==> src/rtl/ddr_cmd_pkg.sv <==
package ddr_cmd_pkg;

  localparam int NCMD = 8;

  typedef enum logic [2:0] {
    CK_ACT = 3'd0,
    CK_RD  = 3'd1,
    CK_WR  = 3'd2,
    CK_PRE = 3'd3,
    CK_MRS = 3'd4,
    CK_REF = 3'd5,
    CK_AUX = 3'd6,
    CK_NOP = 3'd7
  } cmd_kind_e;

  // command pin patterns {ras_n, cas_n, we_n} with act_n high
  localparam logic [2:0] PAT_MRS = 3'b000;
  localparam logic [2:0] PAT_REF = 3'b001;
  localparam logic [2:0] PAT_PRE = 3'b010;
  localparam logic [2:0] PAT_AUX = 3'b011;
  localparam logic [2:0] PAT_WR  = 3'b100;
  localparam logic [2:0] PAT_RD  = 3'b101;
  localparam logic [2:0] PAT_RSV = 3'b110;
  localparam logic [2:0] PAT_NOP = 3'b111;

endpackage

==> src/rtl/ddr_cmd_classify.sv <==
module ddr_cmd_classify
  import ddr_cmd_pkg::*;
(
  input  logic      cs_n,
  input  logic      act_n,
  input  logic      ras_n,
  input  logic      cas_n,
  input  logic      we_n,
  output cmd_kind_e kind,
  output logic      hit,
  output logic      rsvd
);

  logic [2:0] pat;
  assign pat = {ras_n, cas_n, we_n};

  always_comb begin
    kind = CK_NOP;
    hit  = 1'b0;
    rsvd = 1'b0;
    if (!cs_n) begin
      if (!act_n) begin
        kind = CK_ACT;
        hit  = 1'b1;
      end else begin
        hit = 1'b1;
        unique case (pat)
          PAT_RD:  kind = CK_RD;
          PAT_WR:  kind = CK_WR;
          PAT_PRE: kind = CK_PRE;
          PAT_MRS: kind = CK_MRS;
          PAT_REF: kind = CK_REF;
          PAT_AUX: kind = CK_AUX;
          PAT_NOP: kind = CK_NOP;
          default: begin
            hit  = 1'b0;
            rsvd = 1'b1;
          end
        endcase
      end
    end
  end

endmodule

==> src/rtl/ddr_cmd_fields.sv <==
module ddr_cmd_fields
  import ddr_cmd_pkg::*;
#(
  parameter int ADDR_W = 14,
  parameter int COL_W  = 10,
  parameter int BG_W   = 2,
  parameter int BA_W   = 2,
  parameter int AP_BIT = 10,
  parameter int BC_BIT = 12,
  localparam int ROW_W = ADDR_W + 3
) (
  input  logic              hit,
  input  cmd_kind_e         kind,
  input  logic              ras_n,
  input  logic              cas_n,
  input  logic              we_n,
  input  logic [ADDR_W-1:0] addr,
  input  logic [BG_W-1:0]   bg,
  input  logic [BA_W-1:0]   ba,
  output logic [NCMD-1:0]   oh,
  output logic [ROW_W-1:0]  row,
  output logic [COL_W-1:0]  col,
  output logic [BG_W-1:0]   bg_o,
  output logic [BA_W-1:0]   ba_o,
  output logic              ap,
  output logic              bc4,
  output logic              pall
);

  for (genvar i = 0; i < NCMD; i++) begin : g_oh
    assign oh[i] = hit && (kind == cmd_kind_e'(i));
  end

  logic is_act, is_rw, is_pre, bank_en;
  assign is_act  = oh[CK_ACT];
  assign is_rw   = oh[CK_RD] | oh[CK_WR];
  assign is_pre  = oh[CK_PRE];
  assign bank_en = is_act | is_rw | (is_pre & ~addr[AP_BIT]);

  always_comb begin
    row  = is_act ? {ras_n, cas_n, we_n, addr} : '0;
    col  = is_rw ? addr[COL_W-1:0] : '0;
    bg_o = bank_en ? bg : '0;
    ba_o = bank_en ? ba : '0;
    ap   = is_rw & addr[AP_BIT];
    bc4  = is_rw & ~addr[BC_BIT];
    pall = is_pre & addr[AP_BIT];
  end

endmodule

==> src/rtl/ddr_cmd_outreg.sv <==
module ddr_cmd_outreg #(
  parameter int W = 8
) (
  input  logic         clk,
  input  logic         rst,
  input  logic [W-1:0] d,
  output logic [W-1:0] q
);

  always_ff @(posedge clk) begin
    if (rst) q <= '0;
    else     q <= d;
  end

endmodule

==> src/rtl/ddr_cmd_decode.sv <==
module ddr_cmd_decode
  import ddr_cmd_pkg::*;
#(
  parameter int ADDR_W = 14,
  parameter int COL_W  = 10,
  parameter int BG_W   = 2,
  parameter int BA_W   = 2,
  parameter int AP_BIT = 10,
  parameter int BC_BIT = 12,
  localparam int ROW_W = ADDR_W + 3
) (
  input  logic              clk,
  input  logic              rst,
  input  logic              cs_n,
  input  logic              act_n,
  input  logic              ras_n,
  input  logic              cas_n,
  input  logic              we_n,
  input  logic [ADDR_W-1:0] addr,
  input  logic [BG_W-1:0]   bg,
  input  logic [BA_W-1:0]   ba,
  output logic              cmd_vld,
  output logic [NCMD-1:0]   cmd_oh,
  output logic              cmd_rsvd,
  output logic [ROW_W-1:0]  row_o,
  output logic [COL_W-1:0]  col_o,
  output logic [BG_W-1:0]   bg_o,
  output logic [BA_W-1:0]   ba_o,
  output logic              ap_o,
  output logic              bc4_o,
  output logic              pall_o
);

  localparam int PKT_W = 2 + NCMD + ROW_W + COL_W + BG_W + BA_W + 3;

  cmd_kind_e             kind;
  logic                  hit, rsvd;
  logic [NCMD-1:0]       oh_c;
  logic [ROW_W-1:0]      row_c;
  logic [COL_W-1:0]      col_c;
  logic [BG_W-1:0]       bg_c;
  logic [BA_W-1:0]       ba_c;
  logic                  ap_c, bc4_c, pall_c;
  logic [PKT_W-1:0]      pkt_d, pkt_q;

  ddr_cmd_classify u_cls (
    .cs_n (cs_n), .act_n(act_n), .ras_n(ras_n), .cas_n(cas_n), .we_n(we_n),
    .kind (kind), .hit  (hit),   .rsvd (rsvd)
  );

  ddr_cmd_fields #(
    .ADDR_W(ADDR_W), .COL_W(COL_W), .BG_W(BG_W), .BA_W(BA_W),
    .AP_BIT(AP_BIT), .BC_BIT(BC_BIT)
  ) u_fld (
    .hit (hit),  .kind(kind), .ras_n(ras_n), .cas_n(cas_n), .we_n(we_n),
    .addr(addr), .bg  (bg),   .ba   (ba),
    .oh  (oh_c), .row (row_c), .col (col_c), .bg_o(bg_c), .ba_o(ba_c),
    .ap  (ap_c), .bc4 (bc4_c), .pall(pall_c)
  );

  assign pkt_d = {hit, rsvd, oh_c, row_c, col_c, bg_c, ba_c, ap_c, bc4_c, pall_c};

  ddr_cmd_outreg #(.W(PKT_W)) u_reg (
    .clk(clk), .rst(rst), .d(pkt_d), .q(pkt_q)
  );

  assign {cmd_vld, cmd_rsvd, cmd_oh, row_o, col_o, bg_o, ba_o, ap_o, bc4_o, pall_o} = pkt_q;

  // deselect masks everything
  a_r1_mask: assert property (@(posedge clk) disable iff (rst)
    cs_n |=> (!cmd_vld && cmd_oh == '0 && !cmd_rsvd));

  // command pins become row bits under activate
  a_r2_act_row: assert property (@(posedge clk) disable iff (rst)
    (!cs_n && !act_n) |=> (cmd_oh[0] && row_o[ROW_W-1 -: 3] == $past({ras_n, cas_n, we_n})));

  // exactly one type bit when valid, none otherwise
  a_r3_onehot: assert property (@(posedge clk) disable iff (rst)
    cmd_vld ? ($countones(cmd_oh) == 1) : (cmd_oh == '0));

  // reserved never coexists with a valid command
  a_r4_rsvd_excl: assert property (@(posedge clk) disable iff (rst)
    cmd_rsvd |-> !cmd_vld);

  // auto precharge only on read or write
  a_r7_ap_rw: assert property (@(posedge clk) disable iff (rst)
    ap_o |-> (cmd_oh[1] || cmd_oh[2]));

  // burst chop only on read or write
  a_r8_bc_rw: assert property (@(posedge clk) disable iff (rst)
    bc4_o |-> (cmd_oh[1] || cmd_oh[2]));

  // precharge-all only on precharge
  a_r9_pall_pre: assert property (@(posedge clk) disable iff (rst)
    pall_o |-> cmd_oh[3]);

endmodule

==> config.mk <==
export PLATFORM = sky130hd
export DESIGN_NAME = ddr_cmd_decode
export DESIGN_NICKNAME = d
export VERILOG_FILES = /design/src/rtl/ddr_cmd_pkg.sv /design/src/rtl/ddr_cmd_classify.sv /design/src/rtl/ddr_cmd_fields.sv /design/src/rtl/ddr_cmd_outreg.sv /design/src/rtl/ddr_cmd_decode.sv
export SDC_FILE = /design/constraint.sdc
export NUM_CORES = 1
export LEC_CHECK = 0
export ABC_CLOCK_PERIOD_IN_PS = 1220
export BUFFER_PORTS_ARGS = -buffer_cell sky130_fd_sc_hd__buf_2
export CAP_MARGIN = 0
export CORE_ASPECT_RATIO = 0.6
export CORE_MARGIN = 5
export CORE_UTILIZATION = 38
export CTS_CLUSTER_SIZE = 40
export DETAILED_ROUTE_END_ITERATION = 7
export PLACE_DENSITY = 0.8
export SETUP_SLACK_MARGIN = 0.5
export SLEW_MARGIN = 5
export SYNTH_ARGS = -nofsm -noshare
export SYNTH_HDL_FRONTEND = slang
export SYNTH_SLANG_ARGS = --single-unit
==> constraint.sdc <==
create_clock -name clk -period 1.22 [get_ports clk]
set_clock_uncertainty 0.05 [all_clocks]
set_input_delay 0.183 -clock clk [delete_from_list [all_inputs] [get_ports clk]]
set_output_delay 0.183 -clock clk [all_outputs]
set_load 0.005 [all_outputs]
* After elaboration in Yosys (flattened, before gate mapping) *
Cells that the tools add are included.

cells by class
  bitwise logic cells = 13
  equality and inequality tests = 13
  reduce and logical (&&, ||, !) cells = 15
  mux-type cells = 7

operators by type and width
  kind                                                 number
  equality test 3 bit, second input constant           7
  case mux 3 bit (6 select lines)                      1
  equality test 3 x 2 -> 1 bit, second input constant  4
  logical AND 1 bit                                    8
  OR reduction 7 bit                                   1
  equality test 3 x 1 -> 1 bit, second input constant  2
  zero test 3 bit                                      2
  two-way mux 3 bit                                    2
  NOT 1 bit                                            6
  OR reduction 2 bit                                   3
  AND 1 bit                                            4
  two-way mux 1 bit                                    4
  OR 1 bit                                             3
  OR reduction 3 bit                                   1

word-level totals
  register bits = 44

* Longest topological paths before layout *
Gate-level depths: netlist of run 1.

  depth after elaboration = 11
  depth in mapped cells = 5

* Cells and area by module *
From an unflattened synthesis of run 1, not the netlist that was laid out.

unflattened totals
  cell total of the unflattened synthesis = 165
  area total of the unflattened synthesis = 1634.1 sq um

modules (own cells, without submodules)
  module            cells an instance  area each (sq um)  sequential area each (sq um)  times used
  ddr_cmd_outreg    92                 1176.1             880.8                         1
  ddr_cmd_fields    61                 379.1              0.0                           1
  ddr_cmd_classify  12                 78.8               0.0                           1

* Least setup slack after synthesis of run 1 *
OpenSTA, ideal clock, no wires.

  kind = input to register
  from = input port ras_n
  to = register u_reg.q[3]
  buffers on the path = 1
  arrival = 1.123 ns
  data required time = 1.084 ns
  path slack = -0.038 ns
  cell stages on the path = 4
  library setup time = 0.086 ns
  path through = clkbuf_1 -> or3b_2 -> o211a_1 -> a211oi_1

on the way
  word-level cells in the longest chain between the ends = 11
  elaborated cells between the ends (all ways) = 28
  those cells by class = eq/ne: 9; mux: 6; bitwise: 5; reduce/logical: 8

ends and longest elaborated chain
  element                                                                line                                            source
  start: declaration                                                     ddr_cmd_decode.sv:16                            input logic ras_n,
  equality test 3 x 2 -> 1 bit (tied with other cells)                   ddr_cmd_classify.sv:27                          unique case (pat)
  case mux 3 bit (6 select lines) or OR reduction 7 bit (tied branches)  n/a
  two-way mux 3 bit or two-way mux 1 bit (tied branches)                 ddr_cmd_classify.sv:22, ddr_cmd_classify.sv:27
  two-way mux 3 bit or two-way mux 1 bit (tied branches)                 ddr_cmd_classify.sv:21, ddr_cmd_classify.sv:22
  equality test 3 x 1 -> 1 bit (tied with other cells)                   ddr_cmd_fields.sv:31                            assign oh[i] = hit && (kind == cmd_kind_e'(i));
  logical AND 1 bit                                                      ddr_cmd_fields.sv:31
  OR 1 bit                                                               ddr_cmd_fields.sv:36                            assign is_rw = oh[CK_RD] | oh[CK_WR];
  OR 1 bit                                                               ddr_cmd_fields.sv:38                            assign bank_en = is_act | is_rw | (is_pre & ~addr[AP_BIT]);
  OR 1 bit (*)                                                           ddr_cmd_fields.sv:38
  NOT 1 bit (no line) (*)                                                n/a
  OR reduction 2 bit (no line) (*)                                       n/a
  end signal: assignment                                                 ddr_cmd_outreg.sv:11                            if (rst) q <= '0;
  end signal: assignment                                                 ddr_cmd_outreg.sv:12                            else q <= d;
  end: declaration                                                       ddr_cmd_outreg.sv:7                             output logic [W-1:0] q

Mark *: on every way between the ends. The rest lies on a longest branch, timed or not.
A chain may end at the register's enable or synchronous reset.

* Worst setup path after layout of run 1 *
  from = input port rst
  to = register u_reg.q[10]

on the way
  word-level cells in the longest chain between the ends = 1

ends and longest elaborated chain
  element                       line                  source
  start: declaration            ddr_cmd_decode.sv:13  input logic rst,
  OR reduction 2 bit (no line)  n/a

Every way passes these cells.

==> results of run 1 <==
cell type report:
type	instances	area [um^2]
timing repair buffer	89	709
multi-input combinational	60	518
tap	45	56.3
fill	207	923
clock inverter	3	46.3
inverter	1	3.75
sequential	44	897
clock buffer	5	68.8
placed cells by master (no fill, tap or decap):
| cell type | synthesis | final |
|---|---|---|
| clkbuf_8 | 0 | 5 |
| buf_12 | 0 | 3 |
| buf_2 | 1 | 54 |
| a211oi_2 | 0 | 4 |
| nor2_1 | 7 | 4 |
| bufinv_16 | 0 | 1 |
| a31o_4 | 0 | 1 |
| dfxtp_2 | 0 | 13 |
| nor4b_2 | 0 | 1 |
| and2_1 | 28 | 18 |
| o21a_1 | 1 | 1 |
| nor3_4 | 0 | 3 |
| or4b_4 | 0 | 1 |
| dfxtp_1 | 44 | 31 |
| nor2_2 | 0 | 1 |
| nand2_1 | 6 | 6 |
| clkinvlp_4 | 0 | 1 |
| buf_16 | 0 | 3 |
| nor3_2 | 0 | 1 |
| nand2b_4 | 0 | 2 |
| and2_4 | 0 | 10 |
| buf_6 | 1 | 19 |
| nand3_2 | 0 | 1 |
| nor2_4 | 1 | 4 |
| buf_4 | 0 | 9 |
| or3b_4 | 0 | 1 |
| inv_1 | 1 | 1 |
| inv_6 | 0 | 1 |
| buf_8 | 0 | 1 |
| o211a_4 | 0 | 1 |
worst max-delay path, delay by kind of cell:
kind | cells | cell delay, ns
buffers and inverters | 1 | 0.10
and+or+nand+nor | 3 | 0.90
worst max path at each step:
stage / cells after the start / from / to / slack [ns]
finish: 4 / rst / u_reg.q[10] / 0.23
global route: 1 / u_reg.q[9] / col_o[2] / 0.21
CTS: 4 / rst / u_reg.q[9] / 0.24
detailed placement: 4 / cas_n / u_reg.q[9] / -0.11
global placement: 4 / cas_n / u_reg.q[16] / -0.08
floorplan: 5 / cas_n / u_reg.q[10] / -0.02
per-layer routing:
metal	up-vias	GRT usage, %	part of all wire, %
li1	537	-	-
met1	526	18.4	40
met2	45	28.4	51
met3	9	5.11	6.5
met4	0	7.11	2.5
met5	-	0	0
timing repair:
item / in CTS / in global routing
cloned: 4 / 0
buffers inserted: 4 / 3
gates resized for setup: 18 / 50
setup endpoints to repair: 82 / 83
pin swaps: 12 / 13
metrics by stage:
stage	setup TNS, ns	total power [uW]	std cells	instance area [um^2]
after floorplan	-0.166	1570	108	1310
after global placement	-1.09	1690	228	1760
after detailed placement	-1.49	1690	228	1760
after CTS	0	2850	244	2080
after global routing	0	3010	247	2300
final	0	2900	247	2300
logic make-up (layout without fill, tap and decap cells):
kind of cell	Yosys count	in the layout	share of synthesized area (%)
flops	44	44	69.6
compound gates	7	7	4.45
simple gates	52	53	23.7
buf+inv	5	98	2.18
power groups by stage:
stage / clock network, uW / registers, uW / logic [uW]
after floorplan: 0 / 1510 / 60.4
after global placement: 0 / 1500 / 182
after detailed placement: 0 / 1500 / 185
after CTS: 1130 / 1470 / 245
after global routing: 1200 / 1480 / 331
final: 1120 / 1470 / 310
==> flow_summary.yaml, run 1 <==
run_status:
  outcome: "finished, final reports clean"
timing:
  slew-limit-headroom_pct: 78.7
  timing.final.ws_setup_ns: 0.227
  final_max_slew_viol_count: 0
  fmaxAchievable_mhz: 1010
  worst_hold_slack_ns: 0.0383
  timing_hold_violations_final: 0
  tightest_slew_ns: 0.319
  finalCritPeriodShare_pct: 81.4
  period_minus_slack_ns: 0.993
  setup_repair_after_global_routing_missed_its_margin: "true"
  setup_viols_final: 0
clock_tree:
  cts.hold.buffers_added: 0
  clockRootBuffer: "clkbuf_8"
  clock_tree.buffer_depth: 2
  cts-buffers-inserted: 5
  htree_num_levels: 2
  cts_tree: "built"
  clock_pin_slew_on_the_worst_setup_and_hold_paths_ns: 0.08
  cts_sinks: 44
yosys:
  synth_fp_nets: 133
  post_synth_most_frequent_cells: "44 x dfxtp_1, 28 x and2_1, 7 x nor2_1"
  synth.distinct_cells: 19
  yosysTopAreaCellShare_pct: 69.6
  synthDominantAreaCellType: "dfxtp_1"
  synth_seq_cells: 44
  synth_flop_cell: "dfxtp_1"
  synthArstFlopShare_pct: 0
  cells_after_synth: 108
  synth.most_common_cell: "dfxtp_1"
  synthesis.yosys.warnings: 0
  sequential_cell_area_fraction_in_the_yosys_report_pct: 69.6
  synthesis.area_per_instance_um2: 11.7
  synth_enable_flop_cells: 0
  combined_area_of_all_synthesized_cells_um2: 1260
  synth.area.top_cells: "dfxtp_1 70%, and2_1 14%, a211oi_1 2.4%, nor2_1 2.1%, nand2_1 1.8%"
floorplanning:
  chipWidth_um: 84.5
  core-area_um2: 3220
  fp.dieH_um: 54.7
  pin_count: 69
  initial_utilization_pct: 39.2
  die-area_um2: 4620
  placementRows: 16
route:
  detail_route.iter0.violations: 23
  first_pass_iters: 4
  detail_route.vias_per_cell: 4.52
  finalWirelength_mm: 3.91
  total_via_count_in_the_routed_design: 1117
  avgRoutedWirePerCell_um: 15.8
  antenna_violating_nets_post_route: 0
  drc_errors: 0
grt:
  grt_pass1_wl_mm: 5.59
  grt_overflow_total: 0
  track_usage_pct: 16.1
  grt_max_degree: 16
  grt_pass1_vias: 1117
  antenna_found_initial: 0
finish:
  layout-drive-gt1-share_pct: 69.8
  top_register: "u_reg.q"
  nNetsFinal: 226
  final_core_utilization_pct: 71.4
  reg.largest.list: "u_reg.q x44"
  antennaDiodeCount: 0
  layout_overhead_on_the_synthesized_area_pct: 81.8
  largest_reg_flops: 44
hold_path:
  whs_endpoint: "u_reg.q[30]"
  hold_critical_path_depth: 2
  hp-class: "in -> reg"
  hp-start: "addr[13]"
setup_path:
  cp_data_required_time_ns: 1.41
  crit_slowest_cell: "or4b_4"
  timing.critical_path.to_type: "flop"
  worstSetupPathType: "in -> reg"
  critical_path.max_stage_delay_ns: 0.58
  timing.critical_path.fanout_max: 6
  critical_path.cell_chain: "buf_6 -> or4b_4 -> nor2_4 -> and2_1"
  worstSetupStartpointType: "primary input"
  cp_data_arrival_time_ns: 1.18
flow_run:
  max_cap_violations: 0
pwr:
  power.combinational.fraction_pct: 10.7
  leakage_power_summed_over_all_cells_uw: 0.00110
  p_sw_uw: 645
  power.share.clock_pct: 38.6
  irDropWorstVdd_uv: 856
  p_seq_share_pct: 50.7
  switching_share_pct: 22.2
  cellPowerDensity_nw_per_um2: 1260
  internal_power_uw: 2260
placement:
  dp_worst_setup_slack_ns: -0.107
  gp_congestion: 0.762
  port_buffers: 68
  dp.final_hpwl_mm: 2.39
No activity file was read; power rests on OpenSTA's default activity.
==> run 2, diff against run 1 <==
--- a/config.mk
+++ b/config.mk
@@ -5,7 +5,7 @@
 export SDC_FILE = /design/constraint.sdc
 export NUM_CORES = 1
 export LEC_CHECK = 0
-export ABC_CLOCK_PERIOD_IN_PS = 1220
+export ABC_CLOCK_PERIOD_IN_PS = 900
 export BUFFER_PORTS_ARGS = -buffer_cell sky130_fd_sc_hd__buf_2
 export CAP_MARGIN = 0
 export CORE_ASPECT_RATIO = 0.6
==> constraint.sdc (replaced) <==
create_clock -name clk -period 0.9 [get_ports clk]
set_clock_uncertainty 0.05 [all_clocks]
set_input_delay 0.135 -clock clk [delete_from_list [all_inputs] [get_ports clk]]
set_output_delay 0.135 -clock clk [all_outputs]
set_load 0.005 [all_outputs]
==> run 2 against run 1 <==
  * The run now ends with hold timing, setup timing left
  * Global-route usage is 0.11 points lower
  * Worst hold slack worse by 0.076 ns
  * Critical endpoint unchanged
  * Sequential power is 36% higher
  * Highest routed layer unchanged
  * Clock-buffer cell count is 1 higher
  * Sequential share of layout area is 0.063 points higher
  * Non-clock buffer count is 2 lower
  * Design area is 3.3% higher
  * Clock power is 40% higher
  * Cell count is 0.81% lower
  * Wire length is 4.1% lower
==> flow_summary.yaml, run 2 (same netlist as run 1, synthesis figures left out) <==
run_status:
  outcome: "finished with violations"
  failed_checks: "hold timing, setup timing"
setup_path:
  worstSetupPathType: "in -> reg"
  critical_path.max_stage_delay_ns: 0.58
  cp_data_required_time_ns: 1.09
  critical_path.cell_chain: "buf_6 -> or4b_4 -> nor2_4 -> and2_1"
  timing.critical_path.fanout_max: 6
  crit_slowest_cell: "or4b_4"
  timing.critical_path.to_type: "flop"
  cp_data_arrival_time_ns: 1.16
  worstSetupStartpointType: "primary input"
clock_tree:
  clockRootBuffer: "clkbuf_8"
  clock_pin_slew_on_the_worst_setup_and_hold_paths_ns: 0.08
  clock_tree.buffer_depth: 2
  htree_num_levels: 2
  cts_sinks: 44
  cts_tree: "built"
  cts-buffers-inserted: 5
timing:
  fmaxAchievable_mhz: 1030
  timing_hold_violations_final: 2
  finalSetupTns_ns: -1.02
  tightest_slew_ns: 0.265
  setup_viols_final: 49
  period_minus_slack_ns: 0.973
  finalCritPeriodShare_pct: 108
  setup_repair_after_global_routing_missed_its_margin: "true"
  final_max_slew_viol_count: 0
  worst_hold_slack_ns: -0.0381
  timing.final.ws_setup_ns: -0.0731
  slew-limit-headroom_pct: 82.3
finish:
  top_register: "u_reg.q"
  layout_overhead_on_the_synthesized_area_pct: 87.8
  filler_cell_count: 218
  most_frequent_standard_cell_in_the_layout_excluding_fill_and_tap_cells: "buf_2"
  layout-drive-gt1-share_pct: 87.0
  largest_reg_flops: 44
  mostFrequentLayoutCells: "39 x buf_2, 38 x dfxtp_2, 37 x buf_6"
  seq_area_um2: 928
  nNetsFinal: 224
  multiInputGateArea_um2: 548
  reg.largest.list: "u_reg.q x44"
  final_core_utilization_pct: 73.7
  fin_cells: 245
  antennaDiodeCount: 0
floorplanning:
  die-area_um2: 4620
  pin_count: 69
  fp.dieH_um: 54.7
  placementRows: 16
  initial_utilization_pct: 39.2
  chipWidth_um: 84.5
  core-area_um2: 3220
placement:
  gp_congestion: 0.795
  dp_worst_setup_slack_ns: -0.426
  port_buffers: 68
  post-place-cells: 231
  dp.final_hpwl_mm: 2.49
pwr:
  irDropWorstVdd_uv: 1470
  design_power_total_uw: 3990
  leakage_power_summed_over_all_cells_uw: 0.00112
  cellPowerDensity_nw_per_um2: 1680
grt:
  grt_overflow_total: 0
  track_usage_pct: 16.0
  grt_pass1_vias: 1095
  grt_max_degree: 15
  grt_pass1_wl_mm: 5.49
  antenna_found_initial: 0
route:
  first_pass_iters: 4
  avgRoutedWirePerCell_um: 15.3
  antenna_violating_nets_post_route: 0
  total_via_count_in_the_routed_design: 1095
  detail_route.iter0.violations: 32
  drc_errors: 0
  finalWirelength_mm: 3.75
  detail_route.vias_per_cell: 4.47
flow_run:
  max_cap_violations: 0
hold_path:
  hp-class: "in -> reg"
  hold_critical_path_depth: 2
[run 2: final cells by class]
class / count / share of cell area [%]
clock buffers: 6 / 3.48
flip-flops and latches: 44 / 39.1
repair buffers: 87 / 30.1
inverters: 1 / 0.316
clock inverters: 2 / 1.63
multi-input cells: 60 / 23.1
well taps: 45 / 2.37
[run 2: metrics by stage]
step           area [um^2]  hold WS (ns)
2_1_floorplan         1380         0.154
3_3_place_gp          1840         0.265
3_5_place_dp          1840         0.269
4_1_cts               2170       -0.0491
5_1_grt               2380       -0.0490
6_report              2380       -0.0381
[run 2: timing repair]
| action | in CTS | in global routing |
|---|---|---|
| setup endpoints to repair | 88 | 88 |
| gates cloned | 2 | 0 |
| pin swaps | 26 | 18 |
| gates resized for setup | 40 | 45 |
| setup buffers | 3 | 1 |
| endpoints found under the hold margin | 2 | 2 |
[run 2: path summary, 6_finish.rpt]
check | endpoint | slack, ns | start
setup / recovery | u_reg.q[10] | -0.07 | cs_n
hold / removal | u_reg.q[1] | -0.04 | addr[12]
[run 2: layer usage]
| layer | global-route usage [%] | routed length [um] | up-vias |
|---|---|---|---|
| li1 | - | - | 527 |
| met1 | 18.9 | 1560 | 510 |
| met2 | 25.8 | 1800 | 53 |
| met3 | 7.22 | 343 | 5 |
| met4 | 6.32 | 48 | 0 |
| met5 | 0 | 0 | - |
[run 2: worst max-delay path: cells and delay by family]
kind | cells | cell delay [ns]
and+or+nand+nor | 3 | 0.93
buffers and inverters | 1 | 0.09
[run 2: power by group]
part,switching [uW],leakage (uW),internal [uW]
Clock,662,0.0000614,907
Sequential,14.2,0.000375,1990
Combinational,177,0.000681,237
Total,853,0.00112,3130
